<file path="config.mk">
export PLATFORM = sky130hd
export DESIGN_NAME = cmdfe_top
export DESIGN_NICKNAME = d
export VERILOG_FILES = /design/src/rtl/cmdfe_pkg.sv /design/src/rtl/cmdfe_decode.sv /design/src/rtl/cmdfe_clip.sv /design/src/rtl/cmdfe_retslot.sv /design/src/rtl/cmdfe_top.sv
export SDC_FILE = /design/constraint.sdc
export NUM_CORES = 1
export LEC_CHECK = 0
export BUFFER_PORTS_ARGS = -buffer_cell sky130_fd_sc_hd__buf_2
export CAP_MARGIN = 10
export CORE_UTILIZATION = 61
export CTS_BUF_LIST = sky130_fd_sc_hd__clkbuf_16
export CTS_CLUSTER_DIAMETER = 150
export CTS_CLUSTER_SIZE = 16
export DETAILED_ROUTE_END_ITERATION = 10
export PLACE_DENSITY = 0.9
export SLEW_MARGIN = 10
export SYNTH_ARGS = -nofsm -noshare
export SYNTH_HDL_FRONTEND = slang
export SYNTH_SLANG_ARGS = --single-unit
</file>
<file path="constraint.sdc">
create_clock -name clk -period 8.95 [get_ports clk]
set_input_delay 1.3425 -clock clk [delete_from_list [all_inputs] [get_ports clk]]
set_output_delay 1.3425 -clock clk [all_outputs]
set_load 0.05 [all_outputs]
</file>
<file path="src/rtl/cmdfe_pkg.sv">
`timescale 1ns/1ps
package cmdfe_pkg;
    localparam int CNT_W    = 11;
    localparam int CNT_LSB  = 18;
    localparam int NINC_BIT = 30;

    localparam logic [31:0] NARROW_JMP_MASK = 32'hE000_0003;
    localparam logic [31:0] NARROW_JMP_VAL  = 32'h2000_0000;
    localparam logic [31:0] NARROW_TGT_MASK = 32'h1FFF_FFFC;
    localparam logic [31:0] WIDE_TGT_MASK   = 32'hFFFF_FFFC;
    localparam logic [31:0] RETURN_WORD     = 32'h0002_0000;
    localparam logic [31:0] NOP_MASK        = 32'hBFFF_0003;

    typedef enum logic [2:0] {
        WK_METHOD,
        WK_JUMP_NARROW,
        WK_JUMP_WIDE,
        WK_CALL,
        WK_RETURN,
        WK_NOP,
        WK_ILLEGAL
    } word_kind_e;

    typedef enum logic [1:0] {
        FS_RUNNING = 2'd0,
        FS_EMPTY   = 2'd1,
        FS_NOP     = 2'd2,
        FS_SPIN    = 2'd3
    } fe_status_e;

    typedef enum logic [1:0] {
        S_IDLE,
        S_DECODE,
        S_ARGWAIT,
        S_PRESENT
    } fe_state_e;
endpackage

</file>
<file path="src/rtl/cmdfe_decode.sv">
`timescale 1ns/1ps
module cmdfe_decode
    import cmdfe_pkg::*;
#(
    parameter int AW = 16
) (
    input  logic [31:0]      word,
    output word_kind_e       kind,
    output logic [AW-1:0]    target,
    output logic [CNT_W-1:0] count,
    output logic [15:0]      reg_ofs,
    output logic             ninc
);
    always_comb begin
        kind   = WK_METHOD;
        target = AW'(word & WIDE_TGT_MASK);
        if ((word & NARROW_JMP_MASK) == NARROW_JMP_VAL) begin
            kind   = WK_JUMP_NARROW;
            target = AW'(word & NARROW_TGT_MASK);
        end else if (word == RETURN_WORD) begin
            kind = WK_RETURN;
        end else if (word[1:0] == 2'd1) begin
            kind = WK_JUMP_WIDE;
        end else if (word[1:0] == 2'd2) begin
            kind = WK_CALL;
        end else if (word[1:0] == 2'd3) begin
            kind = WK_ILLEGAL;
        end else if ((word & NOP_MASK) == 32'd0) begin
            kind = WK_NOP;
        end
    end

    assign count   = word[CNT_LSB +: CNT_W];
    assign reg_ofs = word[15:0] & 16'hFFFC;
    assign ninc    = word[NINC_BIT];
endmodule

</file>
<file path="src/rtl/cmdfe_clip.sv">
`timescale 1ns/1ps
module cmdfe_clip #(
    parameter int AW = 16,
    parameter int CW = 11
) (
    input  logic [CW-1:0] count,
    input  logic [AW-1:0] get_ptr,
    input  logic [AW-1:0] put_ptr,
    output logic [CW-1:0] count_eff
);
    localparam int XW = ((AW > CW + 2) ? AW : CW + 2) + 1;

    logic [AW-1:0] avail;
    logic [XW-1:0] avail_x;
    logic [XW-1:0] need;

    always_comb begin
        avail     = put_ptr - get_ptr;
        avail_x   = XW'(avail);
        need      = XW'({count, 2'b00}) + XW'(4);
        count_eff = (need > avail_x) ? CW'((avail_x >> 2) - XW'(1)) : count;
    end
endmodule

</file>
<file path="src/rtl/cmdfe_retslot.sv">
`timescale 1ns/1ps
module cmdfe_retslot #(
    parameter int AW = 16
) (
    input  logic          clk,
    input  logic          rst_n,
    input  logic          push,
    input  logic [AW-1:0] push_addr,
    input  logic          pop,
    input  logic          load,
    input  logic          load_valid,
    input  logic [AW-1:0] load_addr,
    output logic          full,
    output logic [AW-1:0] addr
);
    always_ff @(posedge clk) begin
        if (!rst_n) begin
            full <= 1'b0;
            addr <= '0;
        end else if (load) begin
            full <= load_valid;
            addr <= load_addr;
        end else if (push) begin
            full <= 1'b1;
            addr <= push_addr;
        end else if (pop) begin
            full <= 1'b0;
        end
    end
endmodule

</file>
<file path="src/rtl/cmdfe_top.sv">
`timescale 1ns/1ps
module cmdfe_top
    import cmdfe_pkg::*;
#(
    parameter int AW = 16
) (
    input  logic          clk,
    input  logic          rst_n,
    output logic          mem_rd_en,
    output logic [AW-1:0] mem_addr,
    input  logic [31:0]   mem_rdata,
    input  logic          put_wr,
    input  logic [AW-1:0] put_data,
    input  logic          get_wr,
    input  logic [AW-1:0] get_data,
    input  logic [AW-1:0] rcv_get,
    input  logic          rcv_ret_valid,
    input  logic [AW-1:0] rcv_ret_addr,
    output logic          cmd_valid,
    input  logic          cmd_ready,
    output logic [15:0]   cmd_reg,
    output logic [31:0]   cmd_value,
    output logic [AW-1:0] cmd_loc,
    output logic [AW-1:0] get_ptr,
    output logic          fe_err,
    output logic [1:0]    fe_status
);
    localparam int            CW   = CNT_W;
    localparam logic [AW-1:0] STEP = AW'(4);

    fe_state_e  state_q, state_d;
    fe_status_e status_q, status_d;

    logic [AW-1:0] get_q, get_d;
    logic [AW-1:0] put_q;
    logic [AW-1:0] ptr_q, ptr_d;
    logic [CW-1:0] rem_q, rem_d;
    logic [15:0]   reg_q, reg_d;
    logic          ninc_q, ninc_d;
    logic [31:0]   val_q, val_d;
    logic [AW-1:0] loc_q, loc_d;
    logic          valid_q, valid_d;
    logic          err_q, err_d;

    logic          rd_en;
    logic [AW-1:0] rd_addr;

    word_kind_e    kind;
    logic [AW-1:0] target;
    logic [CW-1:0] hdr_count;
    logic [CW-1:0] eff_count;
    logic [15:0]   hdr_reg;
    logic          hdr_ninc;

    logic          slot_push, slot_pop, slot_load;
    logic          slot_full;
    logic [AW-1:0] slot_addr;

    cmdfe_decode #(.AW(AW)) u_decode (
        .word    (mem_rdata),
        .kind    (kind),
        .target  (target),
        .count   (hdr_count),
        .reg_ofs (hdr_reg),
        .ninc    (hdr_ninc)
    );

    cmdfe_clip #(.AW(AW), .CW(CW)) u_clip (
        .count     (hdr_count),
        .get_ptr   (get_q),
        .put_ptr   (put_q),
        .count_eff (eff_count)
    );

    cmdfe_retslot #(.AW(AW)) u_slot (
        .clk        (clk),
        .rst_n      (rst_n),
        .push       (slot_push),
        .push_addr  (get_q + STEP),
        .pop        (slot_pop),
        .load       (slot_load),
        .load_valid (rcv_ret_valid),
        .load_addr  (rcv_ret_addr),
        .full       (slot_full),
        .addr       (slot_addr)
    );

    // Next-state and datapath decisions
    always_comb begin
        state_d   = state_q;
        status_d  = status_q;
        get_d     = get_q;
        ptr_d     = ptr_q;
        rem_d     = rem_q;
        reg_d     = reg_q;
        ninc_d    = ninc_q;
        val_d     = val_q;
        loc_d     = loc_q;
        valid_d   = valid_q;
        err_d     = 1'b0;
        rd_en     = 1'b0;
        rd_addr   = get_q;
        slot_push = 1'b0;
        slot_pop  = 1'b0;
        slot_load = 1'b0;

        unique case (state_q)
            S_IDLE: begin
                if (get_q == put_q) begin
                    if (status_q == FS_RUNNING) status_d = FS_EMPTY;
                end else begin
                    rd_en   = 1'b1;
                    rd_addr = get_q;
                    state_d = S_DECODE;
                end
            end
            S_DECODE: begin
                state_d = S_IDLE;
                unique case (kind)
                    WK_JUMP_NARROW, WK_JUMP_WIDE: begin
                        get_d = target;
                        if (target == get_q) status_d = FS_SPIN;
                    end
                    WK_CALL: begin
                        if (slot_full) begin
                            get_d    = slot_addr;
                            slot_pop = 1'b1;
                        end else begin
                            get_d     = target;
                            slot_push = 1'b1;
                        end
                    end
                    WK_RETURN: begin
                        if (slot_full) begin
                            get_d    = slot_addr;
                            slot_pop = 1'b1;
                        end else begin
                            get_d = put_q;
                        end
                    end
                    WK_NOP: begin
                        get_d = get_q + STEP;
                        if (status_q == FS_RUNNING) status_d = FS_NOP;
                    end
                    WK_ILLEGAL: begin
                        get_d     = rcv_get;
                        slot_load = 1'b1;
                        err_d     = 1'b1;
                    end
                    WK_METHOD: begin
                        status_d = FS_RUNNING;
                        if (eff_count == '0) begin
                            get_d = get_q + STEP;
                        end else begin
                            rem_d   = eff_count;
                            reg_d   = hdr_reg;
                            ninc_d  = hdr_ninc;
                            ptr_d   = get_q + STEP;
                            rd_en   = 1'b1;
                            rd_addr = get_q + STEP;
                            state_d = S_ARGWAIT;
                        end
                    end
                    default: state_d = S_IDLE;
                endcase
            end
            S_ARGWAIT: begin
                val_d   = mem_rdata;
                loc_d   = ptr_q;
                valid_d = 1'b1;
                state_d = S_PRESENT;
            end
            S_PRESENT: begin
                if (cmd_ready) begin
                    valid_d = 1'b0;
                    if (rem_q == CW'(1)) begin
                        get_d   = ptr_q + STEP;
                        state_d = S_IDLE;
                    end else begin
                        rem_d   = rem_q - CW'(1);
                        reg_d   = reg_q + (ninc_q ? 16'd0 : 16'd4);
                        ptr_d   = ptr_q + STEP;
                        rd_en   = 1'b1;
                        rd_addr = ptr_q + STEP;
                        state_d = S_ARGWAIT;
                    end
                end
            end
            default: state_d = S_IDLE;
        endcase

        // Host redirect wins over everything fetched so far
        if (get_wr) begin
            get_d     = get_data;
            valid_d   = 1'b0;
            state_d   = S_IDLE;
            status_d  = status_q;
            err_d     = 1'b0;
            rd_en     = 1'b0;
            slot_push = 1'b0;
            slot_pop  = 1'b0;
            slot_load = 1'b0;
        end
    end

    // State register
    always_ff @(posedge clk) begin
        if (!rst_n) state_q <= S_IDLE;
        else        state_q <= state_d;
    end

    // Datapath and output registers
    always_ff @(posedge clk) begin
        if (!rst_n) begin
            status_q <= FS_EMPTY;
            get_q    <= '0;
            put_q    <= '0;
            ptr_q    <= '0;
            rem_q    <= '0;
            reg_q    <= '0;
            ninc_q   <= 1'b0;
            val_q    <= '0;
            loc_q    <= '0;
            valid_q  <= 1'b0;
            err_q    <= 1'b0;
        end else begin
            status_q <= status_d;
            get_q    <= get_d;
            if (put_wr) put_q <= put_data;
            ptr_q    <= ptr_d;
            rem_q    <= rem_d;
            reg_q    <= reg_d;
            ninc_q   <= ninc_d;
            val_q    <= val_d;
            loc_q    <= loc_d;
            valid_q  <= valid_d;
            err_q    <= err_d;
        end
    end

    assign mem_rd_en = rd_en;
    assign mem_addr  = rd_addr;
    assign cmd_valid = valid_q;
    assign cmd_reg   = reg_q;
    assign cmd_value = val_q;
    assign cmd_loc   = loc_q;
    assign get_ptr   = get_q;
    assign fe_err    = err_q;
    assign fe_status = status_q;
endmodule

</file>
# Yosys cells after proc, flatten, opt, wreduce, memory -nomap -nowiden
# Index checks and enable logic that the tools add are counted.
# totals
elab_cells,149
mem_bits_ro,0
latchBits,0
register_bits,147
n_memories,0
out_inout_bits,101
inputBits,102
ramBits,0
# classes
shifts,0
magnitude_cmp,1
addsub,7
eq_ne,31
reduce_logical,20
bitwise,3
muxes,73
mul,0
n_div,0
# ops
op,count
$mux W16,20
$pmux W16 S2,4
$pmux W16 S6,1
$mux W11,5
$add A16 B3 Y16 const B,2
$eq A16 B16 Y1,2
$eq A32 B18 Y1 const B,1
$logic_not A32 Y1,1
$pmux W11 S2,1
$sub A11 B1 Y11 const B,2
$mux W1,21
$mux W3,7
$mux W2,9
$add A16 B3 Y16,1
$gt A14 B16 Y1,1
$sub A16 B16 Y16,1
$add A13 B3 Y14 const B,1
$ne A2 B2 Y1 const B,7
$ne A3 B3 Y1 const B,4
$eq A11 B1 Y1 const B,1
$logic_not A11 Y1,1
$reduce_and A5 Y1,2
$eq A3 B3 Y1 const B,3
$eq A2 B2 Y1 const B,4
21 further kinds,33

# Logic depth before layout (Yosys ltp)
# logic_depth
word_depth,15
ltp_mapped,22

# Cells and area by module
# A second synthesis with hierarchy kept.
# unflattened
hier_cells,1417
hier_area_um2,10929.2
# by_module_without_submodules
module,instances,cells_per_inst,area_per_inst_um2
cmdfe_top,1,1058,7880.1
cmdfe_clip,1,221,1716.6
cmdfe_retslot,1,75,897.1
cmdfe_decode,1,63,435.4

# Worst setup path before layout
# Ideal clock, no wire load.
# synth_path
path_type,register to output
startpoint,register get_q[2] (netlist: get_ptr[2])
endpoint,output mem_addr[6]
arrival_ns,5.967
path_slack_ns,1.640
path_stages_with_launch,21
path_cell_list,dfxtp_1 > inv_1 > ha_1 > o211a_1 > o31a_1 > o41ai_2 > xnor2_1 > inv_1 > ha_1 > and4_1 > nand2_1 > a21o_1 > and3_1 > maj3_2 > o31a_1 > nor3_4 > o21a_4 > buf_2 > nand3_1 > mux2i_1 > o21ai_0
# synth_via
elab_chain_len,7
# synth_lines
item,line_no,text
"start, declared",cmdfe_top.sv:34,"logic [AW-1:0] get_q, get_d;"
"start signal, assigned",cmdfe_top.sv:228,get_q <= get_d;
$sub A16 B16 Y16,cmdfe_clip.sv:18,avail = put_ptr - get_ptr;
$gt A14 B16 Y1 or $sub A11 B1 Y11 (tied branches),cmdfe_clip.sv:21,count_eff = (need > avail_x) ? CW'((avail_x >> 2) - XW'(1)) : count;
$mux W11,cmdfe_clip.sv:21,
$logic_not A11 Y1,cmdfe_top.sv:152,if (eff_count == '0) begin
$mux W16 *,cmdfe_top.sv:152,
$mux W16 *,cmdfe_top.sv:119,unique case (kind)
$pmux W16 S2 *,cmdfe_top.sv:107,unique case (state_q)
"end, declared",cmdfe_top.sv:10,"output logic [AW-1:0] mem_addr,"
# Mark *: on every way between the ends. The rest lies on a longest branch, timed or not.

# Final worst setup path
# layout_path
startpoint,register get_q[2] (netlist: get_ptr[2])
endpoint,output mem_addr[7]
# The elaborated chain is that of the path after synthesis.

==> reports/metrics.yaml <==
layout:
  largest_reg_flops: 32
  insertedDiodeCount: 0
  final_layout_size_suffix_gt1_share_pct: 19.31
  nFillCells: 1302
  syn_to_final_growth_pct: 15.70
  design.final.nets: 1581
cts:
  cts_num_sinks: 145
  number_of_buffers_created_by_cts: 17
  post_cts_buffers: 0
  clockBufferDepth: 2
  cts.hold.buffers_added: 0
  cts_max_level: 4
  cts_resized: 0
  cts_tree: "done"
  worst_skew_pair.late_latency_ns: 0.43
  cts.reportedPaths.clkPinSlew_ns: 0.06
  clockRootBuffer: "sky130_fd_sc_hd__clkbuf_16"
placement:
  dp_hpwl_um: 26100
  io_buffers: 200
  post-place-ws_ns: 1.381
  place.gp.congestion: 0.9966
job:
  maxCapViolCount: 0
sta:
  hold_viol_final: 0
  fin_worst_skew_ns: 0.01061
  drv_slew: 0
  finalCriticalPeriod_ns: 8.189
  setup_ws_ns: 0.7612
  max_clock_freq_mhz: 122.1
  layout_worst_path_cycle_share_pct: 91.49
  tightestPinTransition_ns: 1.246
  timing.setup.tns_ns: 0
  unrepaired_setup_endpoints_after_global_routing: "no"
  slew-limit-headroom_pct: 16.59
  finalSetupViolations: 0
critical_path:
  worstPathBufferInverterCount: 4
  reg2regPathDepth: 20
  regToRegEndpoint: "cmd_reg[14]"
  crit_path_end_kind: "output pin"
  r2r-start: "get_ptr[2]"
  critPathMaxFanout: 20
  crit_chain: "inv_1 > ha_1 > nand2b_2 > a211oi_4 > nor2_2 > xnor2_1 > inv_1 > ha_1 > and4_1 > nand2_1 > a21o_1 > and3_1 > maj3_2 > o31a_1 > nor3_4 > buf_4 > o21a_4 > nand3_1 > o311ai_1 > buf_2"
  cp_num_cells: 20
  critPathMaxStageDelay_ns: 0.69
  cp-start-kind: "flop"
  worst_ep_arrival_time_ns: 6.85
  flop2flop_setup_slack_ns: 2.58
  critical-path-top-delay-family: "compound AO/OA/AOI/OAI gates"
  cp.required_ns: 7.61
  library_cell_contributing_the_largest_single_delay_on_the_critical_path: "sky130_fd_sc_hd__nand3_1"
  critical_path_class: "reg2out"
logic_synthesis:
  synth_cell_type_count: 86
  async_flop_share_pct: 0
  ys_warn_count: 0
  count_of_flip_flops_with_a_built_in_enable_after_synthesis: 0
  synth_sequential_area_ratio_pct: 29.30
  syn_area_per_cell_um2: 7.587
  post_synth_inst_count: 1306
  prevailing_post_synth_register_cell: "sky130_fd_sc_hd__dfxtp_1"
  ys_ff_latch: 145
  mappedNetlistArea_um2: 9908
hold_path:
  worstHoldEndpoint: "cmd_loc[12]"
  min_delay_path_class: "reg2reg"
  hold-path-cell-count: 2
  worstHoldStart: "cmd_loc[12]"
grt:
  grt_max_degree: 92
  grt_antenna_before_repair: 1
  grt_remaining_overflow: 0
  grt_pass1_wl_um: 53230
  grt.total_usage_pct: 42.15
  number_of_global_route_vias_before_repair: 9622
route:
  firstDrtPassIters: 8
  dr_total_vias: 10960
  finalWirelength_um: 36100
  viasPerCell: 6.559
  drt_iter0_drc: 1315
  remaining_design_rule_violation_count: 0
  wl_per_cell_um: 21.60
  drt.antenna.violating_nets: 0
floorplan:
  coreArea_um2: 15890
  die_h_um: 129.5
  design.portCount: 203
  starting_density_pct: 62.37
  rows: 46
  chipWidth_um: 129.5
  dieArea_um2: 16760
status:
  outcome: "finished clean"
power_and_ir_drop:
  sw_frac_of_total_pct: 34.85
  max-vdd-ir-drop_mv: 0.1489
  power.share.clock_pct: 36.9
  switching_component_of_the_power_mw: 0.6835
  power.share.sequential_pct: 35.7
  power_per_cell_area_nw_per_um2: 171.1
  power.static_leakage_nw: 4.620
  pwr-share-comb_pct: 27.4
  total_internal_power_mw: 1.278
## cells in the mapped netlist (21+ instances only)
library cell	number	area share, %
sky130_fd_sc_hd__nor3_1	21	1.1
sky130_fd_sc_hd__o21ai_0	68	3.4
sky130_fd_sc_hd__dfxtp_1	145	29
sky130_fd_sc_hd__xnor2_1	35	3.1
sky130_fd_sc_hd__clkbuf_1	72	2.7
sky130_fd_sc_hd__xor2_1	34	3.0
sky130_fd_sc_hd__mux2i_1	58	5.9
sky130_fd_sc_hd__ha_1	34	4.3
sky130_fd_sc_hd__nor2_1	121	4.6
sky130_fd_sc_hd__inv_1	41	1.6
sky130_fd_sc_hd__nand2_1	205	7.8
sky130_fd_sc_hd__a21oi_1	118	6.0
sky130_fd_sc_hd__nand3_1	31	1.6
sky130_fd_sc_hd__a31oi_1	21	1.3
## per-stage QoR
step | power [mW] | hold WS [ns] | cell area (µm²) | std cells | util [%]
2_1_floorplan | 1.078 | 0.4359 | 9912 | 1307 | -
6_report | 1.961 | 0.4503 | 11460 | 1671 | 72.16
5_1_grt | 2.018 | 0.4685 | 11460 | 1671 | 72.16
4_1_cts | 1.940 | 0.4519 | 11460 | 1671 | 72.16
3_3_place_gp | 1.227 | 0.4383 | 10890 | 1641 | 68.55
3_5_place_dp | 1.230 | 0.4435 | 10890 | 1641 | 68.55
## power by group through the flow
stage	Combinational, mW	Clock, mW	Sequential, mW
2_1_floorplan	0.346	0	0.731
3_3_place_gp	0.517	0	0.710
3_5_place_dp	0.519	0	0.711
4_1_cts	0.523	0.720	0.698
5_1_grt	0.570	0.746	0.702
6_report	0.538	0.723	0.700
## worst max-delay path by stage
stage / start / slack (ns) / to
floorplan: get_ptr[2] / 1.64 / mem_addr[6]
global placement: get_ptr[0] / 1.52 / mem_addr[7]
detailed placement: get_ptr[0] / 1.38 / mem_addr[7]
CTS: get_ptr[0] / 0.90 / mem_addr[7]
global route: get_ptr[2] / 0.50 / mem_addr[7]
finish: get_ptr[2] / 0.76 / mem_addr[7]
## worst register-to-register path: stages (launching register included)
cell and delay [ns]:
sky130_fd_sc_hd__dfxtp_1 0.57, sky130_fd_sc_hd__inv_1 0.21, sky130_fd_sc_hd__ha_1 0.45, sky130_fd_sc_hd__nand2b_2 0.14
sky130_fd_sc_hd__a211oi_4 0.29, sky130_fd_sc_hd__nor2_2 0.11, sky130_fd_sc_hd__xnor2_1 0.52, sky130_fd_sc_hd__inv_1 0.17
sky130_fd_sc_hd__ha_1 0.32, sky130_fd_sc_hd__and4_1 0.23, sky130_fd_sc_hd__nand2_1 0.06, sky130_fd_sc_hd__a21o_1 0.15
sky130_fd_sc_hd__and3_1 0.16, sky130_fd_sc_hd__maj3_2 0.29, sky130_fd_sc_hd__o31a_1 0.29, sky130_fd_sc_hd__or3_1 0.42
sky130_fd_sc_hd__a21oi_2 0.28, sky130_fd_sc_hd__nand3_2 0.66, sky130_fd_sc_hd__buf_4 0.49, sky130_fd_sc_hd__a21o_1 0.18
sky130_fd_sc_hd__a221oi_1 0.26
## logic make-up (layout without fill, tap and decap cells)
logic type                 after synthesis  in the layout  synth area share, %
adders and majority gates               36             36                4.609
muxes                                   59             59                5.973
buffers and inverters                  136            284                5.619
DFF                                    145            145                29.30
AOI/OAI and AO/OA                      379            379                26.24
xor gates and xnor gates                69             69                6.099
and+or+nand+nor                        481            481                22.12
other                                    1              2              0.03785
## final cells by class
type / count / area, µm² / share of cell area [%]
clock inverter: 13 / 148.9 / 1.299
tap: 216 / 270.3 / 2.358
clock buffer: 17 / 425.4 / 3.711
timing repair buffer: 211 / 1084 / 9.452
multi-input combinational: 1026 / 6470 / 56.44
inverter: 43 / 162.7 / 1.419
sequential: 145 / 2903 / 25.32
## placed cells by master (no fill, tap or decap), drive strengths merged, types with 6 or more instances in the layout
cell type	count
a31oi	22
o31ai	12
clkbuf	17
nand2b	13
nand2	206
a211oi	8
o211ai	6
o311ai	6
ha	34
nor4	19
and2	11
xnor2	35
xor2	34
o22ai	7
o21a	6
nand3	31
dfxtp	145
or3	9
a221oi	18
nor2	122
buf	211
nor3	25
mux2i	58
a21o	10
o21ai	77
o221a	9
a21boi	6
o221ai	13
a22oi	14
and3	16
a21oi	120
inv	44
nand4	9
## metal layers
metal  global-route usage (%)  vias up  wire (µm)
met2                    63.57      826      15440
met1                    55.92     5038      14070
met4                    17.03        2       1363
met5                        0        -         18
met3                    13.01      118       5200
li1                         -     4976          -
No activity file was read; power rests on OpenSTA's default activity.
